**src/rtl/host_port_slave.sv**
```systemverilog
module host_port_slave #(
  parameter int HW   = 16,
  parameter int SYNC = 2
) (
  input  logic          clk,
  input  logic          rst_n,
  input  logic          hp_cs_n,
  input  logic          hp_ds1_n,
  input  logic          hp_ds2_n,
  input  logic          hp_as_n,
  input  logic [1:0]    hp_sel,
  input  logic          hp_rnw,
  input  logic          hp_half,
  input  logic [HW-1:0] hp_din,
  output logic [HW-1:0] hp_dout,
  output logic          hp_doe,
  output logic          hp_rdy,
  output logic          mem_req,
  output logic          mem_we,
  output logic [2*HW-1:0] mem_addr,
  output logic [2*HW-1:0] mem_wdata,
  input  logic [2*HW-1:0] mem_rdata,
  input  logic          mem_ack
);
  localparam int DW   = 2 * HW;
  localparam int W    = HW + 8;
  localparam int STEP = DW / 8;
  localparam logic [W-1:0] SRST = {4'b1111, {(W-4){1'b0}}};

  logic [W-1:0] sq [SYNC];
  logic [W-1:0] s;

  always_ff @(posedge clk or negedge rst_n) begin
    if (!rst_n) begin
      for (int i = 0; i < SYNC; i++) sq[i] <= SRST;
    end else begin
      sq[0] <= {hp_cs_n, hp_ds1_n, hp_ds2_n, hp_as_n, hp_sel, hp_rnw, hp_half, hp_din};
      for (int i = 1; i < SYNC; i++) sq[i] <= sq[i-1];
    end
  end

  assign s = sq[SYNC-1];

  logic          cs_s, ds1_s, ds2_s, as_s, rnw_s, half_s;
  logic [1:0]    sel_s;
  logic [HW-1:0] din_s;
  assign cs_s   = s[W-1];
  assign ds1_s  = s[W-2];
  assign ds2_s  = s[W-3];
  assign as_s   = s[W-4];
  assign sel_s  = s[W-5:W-6];
  assign rnw_s  = s[W-7];
  assign half_s = s[W-8];
  assign din_s  = s[HW-1:0];

  logic stb_n, stb_q, as_q;
  logic stb_fall, stb_rise, as_fall;
  assign stb_n    = ~(ds1_s ^ ds2_s) | cs_s;
  assign stb_fall = stb_q & ~stb_n;
  assign stb_rise = ~stb_q & stb_n;
  assign as_fall  = as_q & ~as_s;

  logic       as_seen;
  logic [1:0] a_sel;
  logic       a_rnw, a_half;
  logic [1:0] f_sel;
  logic       f_rnw, f_half;
  assign f_sel  = as_seen ? a_sel  : sel_s;
  assign f_rnw  = as_seen ? a_rnw  : rnw_s;
  assign f_half = as_seen ? a_half : half_s;

  logic [DW-1:0] ctl_r, adr_r, dat_r;
  logic busy, active, pf_valid, pf_pend, inc_pend;

  always_ff @(posedge clk or negedge rst_n) begin
    if (!rst_n) begin
      stb_q    <= 1'b1;
      as_q     <= 1'b1;
      as_seen  <= 1'b0;
      a_sel    <= 2'b00;
      a_rnw    <= 1'b0;
      a_half   <= 1'b0;
      active   <= 1'b0;
      ctl_r    <= '0;
      adr_r    <= '0;
      dat_r    <= '0;
      busy     <= 1'b0;
      mem_req  <= 1'b0;
      mem_we   <= 1'b0;
      pf_valid <= 1'b0;
      pf_pend  <= 1'b0;
      inc_pend <= 1'b0;
    end else begin
      stb_q <= stb_n;
      as_q  <= as_s;

      if (as_fall) begin
        as_seen <= 1'b1;
        a_sel   <= sel_s;
        a_rnw   <= rnw_s;
        a_half  <= half_s;
      end

      if (stb_fall) begin
        active <= 1'b1;
        a_sel  <= f_sel;
        a_rnw  <= f_rnw;
        a_half <= f_half;
        if (f_sel[1] && f_rnw && !f_half) begin
          if (pf_valid) begin
            pf_valid <= 1'b0;
          end else if (!busy) begin
            mem_req <= 1'b1;
            mem_we  <= 1'b0;
            busy    <= 1'b1;
          end
        end
      end

      if (stb_rise) begin
        active  <= 1'b0;
        as_seen <= 1'b0;
        if (!a_rnw) begin
          case (a_sel)
            2'b00: if (a_half) ctl_r[DW-1:HW] <= din_s; else ctl_r[HW-1:0] <= din_s;
            2'b01: begin
              if (a_half) adr_r[DW-1:HW] <= din_s; else adr_r[HW-1:0] <= din_s;
              pf_valid <= 1'b0;
            end
            default: begin
              if (a_half) dat_r[DW-1:HW] <= din_s; else dat_r[HW-1:0] <= din_s;
              pf_valid <= 1'b0;
              if (a_half) begin
                mem_req  <= 1'b1;
                mem_we   <= 1'b1;
                busy     <= 1'b1;
                inc_pend <= (a_sel == 2'b10);
              end
            end
          endcase
        end else if (a_sel == 2'b10 && a_half) begin
          adr_r    <= adr_r + DW'(STEP);
          mem_req  <= 1'b1;
          mem_we   <= 1'b0;
          busy     <= 1'b1;
          pf_pend  <= 1'b1;
          pf_valid <= 1'b0;
        end
      end

      if (mem_req && mem_ack) begin
        mem_req <= 1'b0;
        busy    <= 1'b0;
        if (!mem_we) begin
          dat_r <= mem_rdata;
          if (pf_pend) pf_valid <= 1'b1;
          pf_pend <= 1'b0;
        end else if (inc_pend) begin
          adr_r    <= adr_r + DW'(STEP);
          inc_pend <= 1'b0;
        end
      end
    end
  end

  logic [DW-1:0] rd_word;
  always_comb begin
    case (a_sel)
      2'b00:   rd_word = ctl_r;
      2'b01:   rd_word = adr_r;
      default: rd_word = dat_r;
    endcase
  end

  assign hp_dout   = a_half ? rd_word[DW-1:HW] : rd_word[HW-1:0];
  assign hp_doe    = active & a_rnw;
  assign hp_rdy    = busy & ~cs_s;
  assign mem_addr  = adr_r;
  assign mem_wdata = dat_r;

  p_req_hold_r12: assert property (@(posedge clk) disable iff (!rst_n)
    mem_req && !mem_ack |=> mem_req);
  p_req_drop_r12: assert property (@(posedge clk) disable iff (!rst_n)
    mem_req && mem_ack |=> !mem_req);
  p_wr_high_r7: assert property (@(posedge clk) disable iff (!rst_n)
    $rose(mem_req) && mem_we |-> a_half && !a_rnw);
  p_reg_quiet_r8: assert property (@(posedge clk) disable iff (!rst_n)
    stb_fall && !f_sel[1] && !busy |=> !busy);
  p_busy_req_r6: assert property (@(posedge clk) disable iff (!rst_n)
    $rose(busy) |-> mem_req);
  p_fixed_addr_r9: assert property (@(posedge clk) disable iff (!rst_n)
    mem_req && mem_ack && mem_we && !inc_pend |=> adr_r == $past(adr_r));
  p_doe_read_r11: assert property (@(posedge clk) disable iff (!rst_n)
    hp_doe |-> !stb_q);
endmodule

```
**config.mk**
```make
export PLATFORM = sky130hd
export DESIGN_NAME = host_port_slave
export DESIGN_NICKNAME = d
export VERILOG_FILES = /design/src/rtl/host_port_slave.sv
export SDC_FILE = /design/constraint.sdc
export NUM_CORES = 1
export LEC_CHECK = 0
export BUFFER_PORTS_ARGS = -buffer_cell sky130_fd_sc_hd__buf_2
export CAP_MARGIN = 30
export CORE_MARGIN = 2
export CORE_UTILIZATION = 50
export CTS_CLUSTER_SIZE = 25
export DETAILED_ROUTE_END_ITERATION = 6
export GPL_ROUTABILITY_DRIVEN = 0
export PLACE_DENSITY = 0.76
export RECOVER_POWER = 100
export SYNTH_ARGS = -nofsm -noshare
export SYNTH_HDL_FRONTEND = slang
export SYNTH_SLANG_ARGS = --single-unit
```
**constraint.sdc**
```tcl
create_clock -name clk -period 2.29 [get_ports clk]
set_input_delay 0.458 -clock clk [delete_from_list [all_inputs] [get_ports clk]]
set_output_delay 0.458 -clock clk [all_outputs]
set_load 0.005 [all_outputs]
```
==> impl_results.md <==
- Run status: complete, but fails checks
- Failing checks: negative setup slack
- # IOs: 143
- Worst-Skew Late Latency: 0.42 ns
- CTS root buffer: clkbuf_16
- Post-synthesis sequential area ratio: 54.3%
- Initial antenna violation count: 0
- Max-cap viol count: 0
- FMAX: 400 MHz
- Core box area: 0.0144 mm^2
- Hold path cells: 1
- Worst Setup End Kind: output pin
- Syn Inst Count: 634
- Final Power: 0.0114 W
- Layout cells sized above 1: 34.5%
- Die Y: 125 um
- Total Wirelength: 20800 um
- Diode count: 0
- Switching power: 0.00387 W
- Switching share of total power: 33.9%
- Pleak: 4.11 nW
- Worst Setup Slack, final: -0.212 ns
- Final setup viols: 25
- Synth warnings: 0
- Crit path arrival time: 2.04 ns
- Shortest period the worst path allows: 2.50 ns
- Number of synthesized flops with an enable pin: 0
- DR WL/cell: 20.7 um
- NumNets Final: 870
- 1st-pass router iterations: 5
- Syn Area/Cell: 11.5 um^2
- Via density: 6.00
- Hold slack: 0.132 ns
- Area growth, synth to finish: 26.0%
- Reg clk slew, reported paths: 0.06 ns
- Clk pwr share: 25.3%
- Part of the power in registers: 41.0%
- Global-route wire length before repair: 32800 um
- Die area: 0.0156 mm^2
- Ys flop type: dfrtp_1
- Dpl hpwl: 13800 um
- CTS tree: yes
- Unrepaired setup endpoints after global routing: true
- CP Launch Type: flip-flop
- CP Class: flip-flop to output pin
- Initial core utilization: 50.8%
- Ys async rst share: 100%
- Flops & latches, synth: 158
- Row count: 44
- Worst path required time: 1.83 ns
- Largest net degree at the start of global routing: 67
- Bufs on Longest Clock Path: 2
- Actual slew at the worst max-slew pin: 1.15 ns
- 1st-iter DRT viols: 660
- DR vias: 6030
- Die width: 125 um
- DRT antenna net count: 0
- Final Hold Viols: 0
- Gr usage total: 26.9%
- VDD IR max: 0.000707 V
- Synthesized net count: 696
- H-tree Lvls: 4
- Commonest non-fill, non-tap cells in the layout: dfrtp_1, buf_2, nand2_1, mux2_2, nor2_1
- Commonest non-fill, non-tap cell in the layout: dfrtp_1
- R2R depth: 11
- Post-synthesis cell type count: 50
- Clock Skew: 0.00804 ns
- Final period util: 109%
- Slew HR: 23.7%
- Slew Limit Fails: 0
- Combinational share of power: 33.7%
- Worst-path fanout max: 22
- Internal Power: 0.00755 W
- Worst Hold Class: input pin to flip-flop
- # port buffers: 142
- Global route overflow: 0
- Synth Cell Area: 0.00730 mm^2
- Pwr/cell area: 1240 mW/mm^2
- Number of global-route vias before repair: 6149
- DR DRC count: 0
- Fillcell total: 1079
- CTS Buf Count: 17
- Clock Sinks: 158
## registers in the layout (all words and copies together) (netlist names), 2 cells and up
register and cells:
sq 24, mem_wdata 32, ctl_r 32, a_sel 2
s 24, mem_addr 32
## cells in the mapped netlist, drive strengths merged, types with 3 or more instances
master	instances	share of area, %
dfrtp	148	51
mux2	67	10
nand2	65	3.3
nor2	60	3.1
a21oi	28	1.9
nand3	25	1.9
buf	21	1.4
a31oi	19	1.6
mux2i	19	2.6
a22oi	17	1.7
o21ai	17	1.2
o22ai	17	1.5
mux4	16	4.9
xor2	16	1.9
clkbuf	14	0.72
dfstp	10	3.6
nand4	9	0.77
and3	7	0.67
inv	7	0.36
nor4	7	0.81
nor2b	5	0.43
nor3	5	0.34
and2	4	0.36
o211ai	4	0.41
and4	3	0.36
ha	3	0.51
## path summary, 6_finish.rpt
| path | from | to | slack (ns) |
|---|---|---|---|
| setup / recovery | a_sel[0] | hp_dout[15] | -0.21 |
| max in group asynchronous | rst_n | s[5] | 0.35 |
| setup reg to reg | s[21] | mem_addr[27] | -0.09 |
| hold / removal | hp_as_n | sq[44] | 0.13 |
| hold reg to reg | sq[27] | s[3] | 0.35 |
| min in group asynchronous | rst_n | sq[43] | 0.80 |
## final cells by class
cell class,instances,area [um^2],area share (%)
Clock buffer,22,464,5.05
Clock inverter,10,138,1.50
Inverter,7,26.3,0.286
Multi-Input combinational cell,434,3170,34.5
Sequential cell,158,3970,43.1
Tap cell,184,230,2.50
Timing Repair Buffer,190,1200,13.1
## power by group through the flow
stage	clock [W]	combinational, W	sequential (W)
floorplan	0	0.00217	0.00445
global placement	0	0.00361	0.00460
detailed placement	0	0.00372	0.00466
CTS	0.00292	0.00388	0.00464
global route	0.00305	0.00417	0.00480
finish	0.00289	0.00385	0.00468
## layer usage
layer	up-vias	GRT usage (%)	routed length (um)
met5	-	0	0
met4	0	12.8	731
met3	55	5.33	1570
met2	334	41.8	9930
met1	2975	36.8	8580
li1	2666	-	-
## timing repair
item | CTS | global route
endpoints found under the hold margin | 44 | 0
pin swaps | 0 | 3
endpoints found under the setup margin | 16 | 49
cloned | 3 | 2
buffers inserted | 2 | 3
hold buffers | 1 | 0
gates resized for setup | 3 | 13
## critical path: stages, from the launching register on
cell and delay (ns):
dfrtp_2 0.42, buf_12 0.20, mux2_2 0.35, mux4_2 0.49
buf_2 0.15
## per-stage QoR
stage | worst slack (ns) | setup TNS [ns] | utilization [%] | instances | cell area (um^2)
2_1_floorplan | 0.0633 | 0 | - | 634 | 7300
3_3_place_gp | 0.0644 | 0 | 58.9 | 962 | 8470
3_5_place_dp | 0.0330 | 0 | 58.9 | 962 | 8470
4_1_cts | -0.225 | -2.99 | 64.0 | 1000 | 9200
5_1_grt | -0.263 | -8.29 | 64.0 | 1005 | 9200
6_report | -0.212 | -3.34 | 64.0 | 1005 | 9200
## cells by family (layout without fill, tap and decap cells)
group           count (synthesis)  count (layout)  share of synthesized area, %
simple gates                  200             200                          13.1
xor+xnor                       18              18                          2.16
buf+inv                        42             229                          2.52
compound gates                111             111                          9.43
fa+ha+maj                       3               3                         0.514
mux                           102             102                          17.9
flops                         158             158                          54.3
No activity file was read; power rests on OpenSTA's default activity.
